--- config.mk ---
export PLATFORM = sky130hd
export DESIGN_NAME = seg_desc_unit
export DESIGN_NICKNAME = d
export VERILOG_FILES = /design/src/rtl/sdu_pkg.sv /design/src/rtl/sdu_fetch.sv /design/src/rtl/sdu_cache.sv /design/src/rtl/sdu_check.sv /design/src/rtl/seg_desc_unit.sv
export SDC_FILE = /design/constraint.sdc
export NUM_CORES = 1
export LEC_CHECK = 0
export ABC_AREA = 1
export BUFFER_PORTS_ARGS = -buffer_cell sky130_fd_sc_hd__buf_2
export CAP_MARGIN = 20
export CORE_MARGIN = 5
export CORE_UTILIZATION = 45
export CTS_CLUSTER_DIAMETER = 60
export DETAILED_ROUTE_END_ITERATION = 8
export PLACE_DENSITY = 0.71
export SLEW_MARGIN = 10
export SYNTH_ARGS = -nofsm -noshare
export SYNTH_HDL_FRONTEND = slang
export SYNTH_SLANG_ARGS = --single-unit
--- constraint.sdc ---
create_clock -name clk -period 3.34 [get_ports clk]
set_input_delay 0.334 -clock clk [delete_from_list [all_inputs] [get_ports clk]]
set_output_delay 0.334 -clock clk [all_outputs]
set_load 0.005 [all_outputs]
--- src/rtl/sdu_pkg.sv ---
package sdu_pkg;

  localparam int ADDR_W = 32;
  localparam int LIM_W  = 20;

  typedef enum logic [1:0] {
    FLT_NONE  = 2'd0,
    FLT_NULL  = 2'd1,
    FLT_LIMIT = 2'd2,
    FLT_WPROT = 2'd3
  } fault_e;

  typedef struct packed {
    logic              valid;
    logic              is_null;
    logic [ADDR_W-1:0] base;
    logic [LIM_W-1:0]  limit;
    logic [7:0]        rights;
    logic              gran;
    logic              big;
  } slot_t;

  function automatic slot_t unpack_desc(input logic [31:0] w0, input logic [31:0] w1);
    slot_t s;
    s.valid   = 1'b1;
    s.is_null = 1'b0;
    s.base    = {w1[31:24], w1[7:0], w0[31:16]};
    s.limit   = {w1[19:16], w0[15:0]};
    s.rights  = w1[15:8];
    s.gran    = w1[23];
    s.big     = w1[22];
    return s;
  endfunction

  function automatic slot_t null_slot();
    slot_t s;
    s         = '0;
    s.valid   = 1'b1;
    s.is_null = 1'b1;
    return s;
  endfunction

endpackage

--- src/rtl/sdu_fetch.sv ---
module sdu_fetch
  import sdu_pkg::*;
#(
  parameter int NUM_SEGS   = 4,
  parameter int NUM_STRICT = 2,
  parameter int TBL_LIM_W  = 16,
  localparam int SEG_W     = $clog2(NUM_SEGS)
) (
  input  logic                 clk,
  input  logic                 rst,
  input  logic                 tbl_wr_en,
  input  logic                 tbl_wr_local,
  input  logic [31:0]          tbl_wr_base,
  input  logic [TBL_LIM_W-1:0] tbl_wr_limit,
  input  logic                 ld_valid,
  input  logic [SEG_W-1:0]     ld_seg,
  input  logic [15:0]          ld_sel,
  output logic                 mem_rd_en,
  output logic [31:0]          mem_rd_addr,
  input  logic [31:0]          mem_rd_data,
  output logic                 busy,
  output logic                 wr_en,
  output logic [SEG_W-1:0]     wr_idx,
  output slot_t                wr_slot,
  output logic                 ld_done,
  output fault_e               ld_fault
);

  typedef enum logic [1:0] {S_IDLE, S_REQ_LO, S_REQ_HI, S_CAP_HI} st_e;

  st_e                  state;
  logic [31:0]          gtab_base, ltab_base;
  logic [TBL_LIM_W-1:0] gtab_lim, ltab_lim;
  logic [31:0]          word0_q;
  logic [SEG_W-1:0]     seg_q;

  logic [12:0]          sel_idx;
  logic                 sel_local, sel_null, seg_strict, over_lim;
  logic [31:0]          tab_base, last_byte, tab_lim_ext;

  assign sel_idx     = ld_sel[15:3];
  assign sel_local   = ld_sel[2];
  assign sel_null    = (sel_idx == '0) && !sel_local;
  assign seg_strict  = 32'(ld_seg) < NUM_STRICT;
  assign tab_base    = sel_local ? ltab_base : gtab_base;
  assign tab_lim_ext = sel_local ? 32'(ltab_lim) : 32'(gtab_lim);
  assign last_byte   = {16'h0, sel_idx, 3'b111};
  assign over_lim    = last_byte > tab_lim_ext;

  always_ff @(posedge clk) begin
    if (rst) begin
      gtab_base <= '0;
      ltab_base <= '0;
      gtab_lim  <= '0;
      ltab_lim  <= '0;
    end else if (tbl_wr_en) begin
      if (tbl_wr_local) begin
        ltab_base <= tbl_wr_base;
        ltab_lim  <= tbl_wr_limit;
      end else begin
        gtab_base <= tbl_wr_base;
        gtab_lim  <= tbl_wr_limit;
      end
    end
  end

  always_ff @(posedge clk) begin
    if (rst) begin
      state       <= S_IDLE;
      mem_rd_addr <= '0;
      word0_q     <= '0;
      seg_q       <= '0;
      ld_done     <= 1'b0;
      ld_fault    <= FLT_NONE;
    end else begin
      ld_done  <= 1'b0;
      ld_fault <= FLT_NONE;
      unique case (state)
        S_IDLE: if (ld_valid) begin
          seg_q <= ld_seg;
          if (sel_null) begin
            ld_done  <= 1'b1;
            ld_fault <= seg_strict ? FLT_NULL : FLT_NONE;
          end else if (over_lim) begin
            ld_done  <= 1'b1;
            ld_fault <= FLT_LIMIT;
          end else begin
            mem_rd_addr <= tab_base + {16'h0, sel_idx, 3'b000};
            state       <= S_REQ_LO;
          end
        end
        S_REQ_LO: begin
          mem_rd_addr <= mem_rd_addr + 32'd4;
          state       <= S_REQ_HI;
        end
        S_REQ_HI: begin
          word0_q <= mem_rd_data;
          state   <= S_CAP_HI;
        end
        S_CAP_HI: begin
          ld_done <= 1'b1;
          state   <= S_IDLE;
        end
        default: state <= S_IDLE;
      endcase
    end
  end

  assign mem_rd_en = (state == S_REQ_LO) || (state == S_REQ_HI);
  assign busy      = (state != S_IDLE);

  always_comb begin
    wr_en   = 1'b0;
    wr_idx  = seg_q;
    wr_slot = unpack_desc(word0_q, mem_rd_data);
    if (state == S_CAP_HI) begin
      wr_en = 1'b1;
    end else if (state == S_IDLE && ld_valid && sel_null && !seg_strict) begin
      wr_en   = 1'b1;
      wr_idx  = ld_seg;
      wr_slot = null_slot();
    end
  end

endmodule

--- src/rtl/sdu_cache.sv ---
module sdu_cache
  import sdu_pkg::*;
#(
  parameter int NUM_SEGS = 4,
  localparam int SEG_W   = $clog2(NUM_SEGS)
) (
  input  logic             clk,
  input  logic             rst,
  input  logic             wr_en,
  input  logic [SEG_W-1:0] wr_idx,
  input  slot_t            wr_slot,
  input  logic [SEG_W-1:0] rd_idx,
  output slot_t            rd_slot
);

  slot_t slots [NUM_SEGS];

  for (genvar g = 0; g < NUM_SEGS; g++) begin : g_slot
    always_ff @(posedge clk) begin
      if (rst) begin
        slots[g] <= '0;
      end else if (wr_en && 32'(wr_idx) == g) begin
        slots[g] <= wr_slot;
      end
    end
  end

  assign rd_slot = slots[rd_idx];

endmodule

--- src/rtl/sdu_check.sv ---
module sdu_check
  import sdu_pkg::*;
(
  input  logic        clk,
  input  logic        rst,
  input  logic        acc_valid,
  input  logic        busy,
  input  slot_t       slot,
  input  logic [31:0] acc_offset,
  input  logic        acc_write,
  output logic        acc_done,
  output fault_e      acc_fault,
  output logic [31:0] acc_linear
);

  logic [31:0] eff_off, eff_lim;
  logic        may_write;
  fault_e      verdict;

  assign eff_off   = slot.big  ? acc_offset : {16'h0, acc_offset[15:0]};
  assign eff_lim   = slot.gran ? {slot.limit, 12'hFFF} : {12'h0, slot.limit};
  assign may_write = !slot.rights[3] && slot.rights[1];

  always_comb begin
    if (!slot.valid || slot.is_null)  verdict = FLT_NULL;
    else if (eff_off > eff_lim)       verdict = FLT_LIMIT;
    else if (acc_write && !may_write) verdict = FLT_WPROT;
    else                              verdict = FLT_NONE;
  end

  always_ff @(posedge clk) begin
    if (rst) begin
      acc_done   <= 1'b0;
      acc_fault  <= FLT_NONE;
      acc_linear <= '0;
    end else begin
      acc_done <= acc_valid && !busy;
      if (acc_valid && !busy) begin
        acc_fault  <= verdict;
        acc_linear <= (verdict == FLT_NONE) ? slot.base + eff_off : '0;
      end
    end
  end

endmodule

--- src/rtl/seg_desc_unit.sv ---
module seg_desc_unit
  import sdu_pkg::*;
#(
  parameter int NUM_SEGS   = 4,
  parameter int NUM_STRICT = 2,
  parameter int TBL_LIM_W  = 16,
  localparam int SEG_W     = $clog2(NUM_SEGS)
) (
  input  logic                 clk,
  input  logic                 rst,
  input  logic                 tbl_wr_en,
  input  logic                 tbl_wr_local,
  input  logic [31:0]          tbl_wr_base,
  input  logic [TBL_LIM_W-1:0] tbl_wr_limit,
  input  logic                 ld_valid,
  input  logic [SEG_W-1:0]     ld_seg,
  input  logic [15:0]          ld_sel,
  output logic                 ld_done,
  output logic [1:0]           ld_fault,
  input  logic                 acc_valid,
  input  logic [SEG_W-1:0]     acc_seg,
  input  logic [31:0]          acc_offset,
  input  logic                 acc_write,
  output logic                 acc_done,
  output logic [1:0]           acc_fault,
  output logic [31:0]          acc_linear,
  output logic                 mem_rd_en,
  output logic [31:0]          mem_rd_addr,
  input  logic [31:0]          mem_rd_data,
  output logic                 busy
);

  logic             wr_en;
  logic [SEG_W-1:0] wr_idx;
  slot_t            wr_slot, rd_slot;
  fault_e           ld_fault_e, acc_fault_e;

  sdu_fetch #(.NUM_SEGS(NUM_SEGS), .NUM_STRICT(NUM_STRICT), .TBL_LIM_W(TBL_LIM_W)) u_fetch (
    .clk, .rst, .tbl_wr_en, .tbl_wr_local, .tbl_wr_base, .tbl_wr_limit,
    .ld_valid, .ld_seg, .ld_sel, .mem_rd_en, .mem_rd_addr, .mem_rd_data,
    .busy, .wr_en, .wr_idx, .wr_slot, .ld_done, .ld_fault(ld_fault_e)
  );

  sdu_cache #(.NUM_SEGS(NUM_SEGS)) u_cache (
    .clk, .rst, .wr_en, .wr_idx, .wr_slot, .rd_idx(acc_seg), .rd_slot
  );

  sdu_check u_check (
    .clk, .rst, .acc_valid, .busy, .slot(rd_slot), .acc_offset, .acc_write,
    .acc_done, .acc_fault(acc_fault_e), .acc_linear
  );

  assign ld_fault  = ld_fault_e;
  assign acc_fault = acc_fault_e;

endmodule

; Yosys cells after proc, flatten, opt, wreduce, memory -nomap -nowiden
; Memory sizes are Yosys's and may differ from the RTL's.
; Cells that the tools add are included.
[totals]
in_bits = 139
ramBits = 256
n_memories = 1
regBits = 202
[memory_table]
columns = name, depth, word_bits, read_ports, rd_clocked_by_memory_dff, wr, line_no
row1 = u_cache.slots, 4, 64, 1, 0, 4, sdu_cache.sv:16  ; slot_t slots [NUM_SEGS];
[op_classes]
n_lt_le_gt_ge = 3
n_mux = 47
bitwise = 7
n_eq_ne = 9
reduce_logical = 31
add_sub_neg = 3
[op_table]
columns = cell, count
row1 = $mux W64, 5
row2 = $mux W32, 7
row3 = $pmux W32 S2, 1
row4 = $mux W63, 1
row5 = $add A32 B16 Y32, 1
row6 = $add A32 B3 Y32 const B, 1
row7 = $add A32 B32 Y32, 1
row8 = $gt A16 B32 Y1, 1
row9 = $gt A32 B32 Y1, 1
row10 = $mux W1, 20
row11 = $mux W2, 10
row12 = $mux W16, 1
row13 = $logic_not A13 Y1, 1
row14 = $logic_and A1 B1 Y1, 11
row15 = $eq A2 B2 Y1 const B, 4
row16 = $pmux W2 S4, 1
row17 = $logic_not A1 Y1, 6
row18 = $logic_not A2 Y1, 3
row19 = $ne A2 B2 Y1 const B, 3
row20 = $reduce_and A2 Y1, 3
row21 = $eq A2 B1 Y1 const B, 2
row22 = $or A1 B1 Y1, 4
row23 = $reduce_and A4 Y1, 1
row24 = $reduce_bool A2 Y1, 2
row25 = other kinds (6), 9

; Depth between registers and ports, before layout
[logic_depth]
ltp_word = 12
depth_mapped = 24
depth_no_buf = 22

; Modules after synthesis
; Synthesis repeated with hierarchy kept, for this count alone.
[unflattened]
cells_unflattened = 3669
area_unflattened_um2 = 26669.3
[modules_own_cells]
columns = module, area_each_um2, n_inst, cells_per_inst, seq_area_each_um2
row1 = sdu_cache, 12557.0, 1, 1371, 7687.4
row2 = sdu_fetch, 9623.0, 1, 1544, 3343.2
row3 = sdu_check, 4489.3, 1, 754, 700.7

; Worst setup path before layout
; No wires, ideal clock.
[synth_path]
path_kind = input port to flip-flop
start = input acc_seg[1]
end = register u_check.acc_linear[24]
path_stages = 18
t_arrival_ns = 3.104
n_path_buf = 3
t_required_ns = 3.280
setup_slack_ns = 0.177
cell_sequence = inv_1 > clkbuf_1 > a21oi_1 > a32oi_1 > clkbuf_1 > clkbuf_1 > nand2_1 > ha_1 > nand2_1 > nor2_1 > nand4_1 > nor2_1 > nand4_1 > nand2_1 > nand3_1 > nor2_1 > nand3_1 > nand2_1
[synth_via]
elab_chain_len = 10
[synth_lines]
columns = item, line_no
row1 = start: declaration, seg_desc_unit.sv:21  ; input logic [SEG_W-1:0] acc_seg,
row2 = $mem_v2 Z4 W64 (*), -
row3 = branches (longest 8 deep; another with $gt A32 B32 Y1), -
row4 = $mux W32 (*), sdu_check.sv:40  ; acc_linear <= (verdict == FLT_NONE) ? slot.base + eff_off : '0;
row5 = end signal: assignment, sdu_check.sv:40
row6 = end: declaration, sdu_check.sv:13  ; output logic [31:0] acc_linear
; Mark *: on every way between the ends.
; A chain may end at the register's enable or synchronous reset.

; Worst setup path after layout
[layout_path]
start = memory u_cache.slots[3][1] in the netlist's numbering
end = register u_check.acc_linear[31]
[layout_via]
elab_chain_len = 7
[layout_lines]
columns = item, line_no
row1 = start: declaration, sdu_cache.sv:16
row2 = $mem_v2 Z4 W64, -
row3 = $mux W32, sdu_check.sv:21  ; assign eff_lim = slot.gran ? {slot.limit, 12'hFFF} : {12'h0, slot.limit};
row4 = $gt A32 B32 Y1, sdu_check.sv:26  ; else if (eff_off > eff_lim) verdict = FLT_LIMIT;
row5 = $mux W2, sdu_check.sv:26
row6 = $mux W2, sdu_check.sv:25  ; if (!slot.valid || slot.is_null) verdict = FLT_NULL;
row7 = $logic_not A2 Y1, sdu_check.sv:40
row8 = $mux W32, sdu_check.sv:40
; Every way passes these cells.

==> metrics.md <==
| Metric | Value |
|---|---|
| Share of cells above drive strength 1 | `between 10 and 15%` |
| Leakage Power | `~12 nW` |
| Site Rows | `82` |
| Deepest clock path buffer count | `3` |
| Die height | `roughly 230 µm` |
| Total die area | `~55000 µm²` |
| Ports | `between 200 and 250` |
| Critical path class | `reg2reg` |
| Placed cell count | `around 3800` |
| Via count | `~21000` |
| Fin. Hold Viols | `0` |
| GP Congestion | `about 0.97` |
| Post-Place Setup Slack | `about 0.017 ns` |
| Vias in the first global route | `just over 20000` |
| Fill count | `roughly 4600` |
| RSZ-0062 raised after global routing | `false` |
| Largest net degree at the start of global routing | `roughly 150` |
| Core area | `around 50000 µm²` |
| Final Cycle Share | `just under 90%` |
| Routed len/inst | `about 18 µm` |
| Port-buffer cells | `about 210` |
| DRT Wirelength | `about 72000 µm` |
| Fmax | `approximately 340 MHz` |
| GR Util met1 | `31.32%` |
| Clock latency on the worst-skew pair | `about 0.6 ns` |
| Register area share after synthesis | `48.39%` |
| Max Cap Viol | `0` |
| Layout Skew | `a little under 0.009 ns` |
| Ys async rst share | `0%` |
| Status | `completed` |
| Detail Route Antenna Nets | `0` |
| Starting Density | `roughly 45%` |
| Worst-margin pin slew | `~1.1 ns` |
| Area Overhead vs Synth | `21.38%` |
| Root Driver | `clkbuf_16` |
| Avg Vias per Cell | `5.432` |
| Gate Count Post-Synth | `around 2900` |
| Slew Limit Fails | `0` |
| Nets | `approximately 3400` |
| Crit-path max FO | `8` |
| GRT Max-Usage Layer | `met2` |
| Total chip power | `around 15 mW` |
| Gr ovfl total | `0` |
| Setup violators final | `0` |
| Ys flop type | `edfxtp_1` |
| Worst Setup End Kind | `flop` |
| Min Tclk post-route | `2.965 ns` |
| Drt first pass iters | `6` |
| HP Start | `tbl_wr_base[24]` |
| Placed Area | `roughly 25000 µm²` |
| Met3 usage | `roughly 5.4%` |
| Critical path launch point | `u_cache.slots[3][1]` |
| CTS clock-pin slew for the worst setup and hold paths | `~0.06 ns` |
| Post-route setup slack | `approximately 0.37 ns` |
| Worst Path Required | `slightly below 4 ns` |
| Fin Setup TNS | `0 ns` |
| Nature of the critical path startpoint | `flop` |
| Design area | `about 28000 µm²` |
| Critical R2R Launch | `u_cache.slots[3][1]` |
| Commonest non-fill, non-tap cells in the layout | `nor2_1 (693), nand2_1 (522), o21ai_0 (351)` |
| GRT Total Usage | `25.04%` |
| 1st-iter DRT viols | `around 1800` |
| Yosys warnings | `0` |
| CTS sink cnt | `434` |
| H-tree depth | `2` |
| Most common cell after layout, fill and taps aside | `nor2_1` |
| Syn_area_per_cell | `a little under 8 µm²` |
| Synth cell types | `49` |
| Die Width | `between 200 and 250 µm` |
| Post-CTS setup buffers | `0` |
| Total CTS buffers | `48` |
| First-pass GRT wire length | `around 110000 µm` |
| Critical path arrival | `~3.5 ns` |
| EDFF count, synth | `231` |
| Pwr Density | `559.9 nW/µm²` |
| #FFs+latches synth | `between 400 and 500` |
| # DRC | `0` |
| Detail Placement HPWL | `between 50000 and 60000 µm` |
| Antenna violations before repair | `9` |
| Met2 Usage GRT | `42.57%` |
| Non-filler cells, final | `between 3000 and 4000` |
| Synth Cell Area | `around 23000 µm²` |
| Worst Hold Class | `in2reg` |
| Slew headroom | `between 20% and 30%` |
| Worst VDD drop | `404.2 µV` |
| CTS tree | `yes` |
-- where the power goes --
part / switching, mW / internal (mW)
Sequential: 0.377 / 6.18
Combinational: 2.35 / 1.31
Clock: 2.22 / 3.02
-- per-layer routing --
metal  wire [µm]  up-vias  share of wire [%]
li1            -    10314                  -
met1       28660     9958                 40
met2       34320      886                 48
met3        6083      182                8.5
met4        2844        6                4.0
met5          37        -              0.051
-- kinds of logic after synthesis --
| family | share of synthesized area, % |
|---|---|
| and+or+nand+nor | 24.89 |
| muxes | 0.6659 |
| AOI/OAI and AO/OA | 13.75 |
| other | 0.01650 |
| adders and majority gates | 5.350 |
| DFF | 48.39 |
| buffers and inverters | 5.504 |
| xor gates and xnor gates | 1.426 |
-- final timing paths --
kind / endpoint / slack, ns / cells past startpoint
hold / removal: u_fetch.ltab_base[24] / 0.02 / 3
setup reg to reg: u_check.acc_linear[31] / 0.37 / 18
hold reg to reg: u_check.acc_linear[30] / 0.45 / 2
setup / recovery: u_check.acc_linear[31] / 0.37 / 18
-- registers in the layout, indices dropped and copies added, names as in the netlist --
| register | count |
|---|---|
| u_cache.slots | 232 |
| u_check.acc_fault | 2 |
| u_fetch.gtab_base | 32 |
| u_fetch.seg_q | 2 |
| u_fetch.ltab_lim | 16 |
| u_fetch.ld_fault | 2 |
| u_fetch.ld_done | 1 |
| u_check.acc_done | 1 |
| u_fetch.ltab_base | 32 |
| u_fetch.word0_q | 32 |
| u_fetch.state | 2 |
| u_check.acc_linear | 32 |
| u_fetch.mem_rd_addr | 32 |
| u_fetch.gtab_lim | 16 |
-- cell type report --
type | count | area (µm²) | area share (%)
tap | 672 | 840.8 | 3.047
antenna | 6 | 15.01 | 0.05441
clock inverter | 19 | 183.9 | 0.6665
inverter | 163 | 615.6 | 2.231
clock buffer | 71 | 1403 | 5.083
timing repair buffer | 421 | 3028 | 10.97
sequential | 434 | 11000 | 39.87
multi-input combinational | 2144 | 10510 | 38.08
-- worst max-delay path, cell delays in order, from the launching register on --
cell and delay, ns:
edfxtp_1 0.38, a21oi_1 0.21, a32oi_2 0.13, buf_4 0.21, or2_2 0.27, inv_1 0.06
ha_1 0.24, a21oi_1 0.16, nand2_1 0.08, a21oi_1 0.16, nand2_1 0.08, nand2_1 0.07
nand2_1 0.05, nand2_1 0.13, nand3_1 0.15, nor2_1 0.16, buf_4 0.20, nand3_1 0.09
nand2_1 0.06
-- synth_stat cells (12+ instances only) --
master | number | share of area, %
nand4_1 | 22 | 0.61
edfxtp_1 | 231 | 31
xnor2_1 | 19 | 0.73
ha_1 | 94 | 5.2
or2_2 | 12 | 0.33
xor2_1 | 18 | 0.69
mux2i_1 | 14 | 0.62
buf_2 | 21 | 0.46
dfxtp_1 | 203 | 18
nand3_1 | 89 | 2.0
a21oi_1 | 141 | 3.1
clkbuf_1 | 102 | 1.7
inv_1 | 160 | 2.6
o22ai_1 | 46 | 1.3
nor2_1 | 695 | 11
nor3_1 | 24 | 0.53
o21ai_0 | 351 | 7.7
nand2_1 | 526 | 8.7
-- stage by stage --
step | hold slack, ns | utilization, %
floorplan | 0.4125 | -
global placement | 0.4354 | 50.61
detailed placement | 0.4381 | 50.61
CTS | 0.00007172 | 55.08
global route | 0.02100 | 55.09
finish | 0.01786 | 55.11
-- what timing repair did --
| item | 4_1_cts | 5_1_grt |
|---|---|---|
| resized for setup | 0 | 0 |
| hold buffers | 65 | 0 |
| endpoints found under the setup margin | 0 | 0 |
| hold endpoints to repair | 75 | 0 |
(Power assumes the default switching activity.)
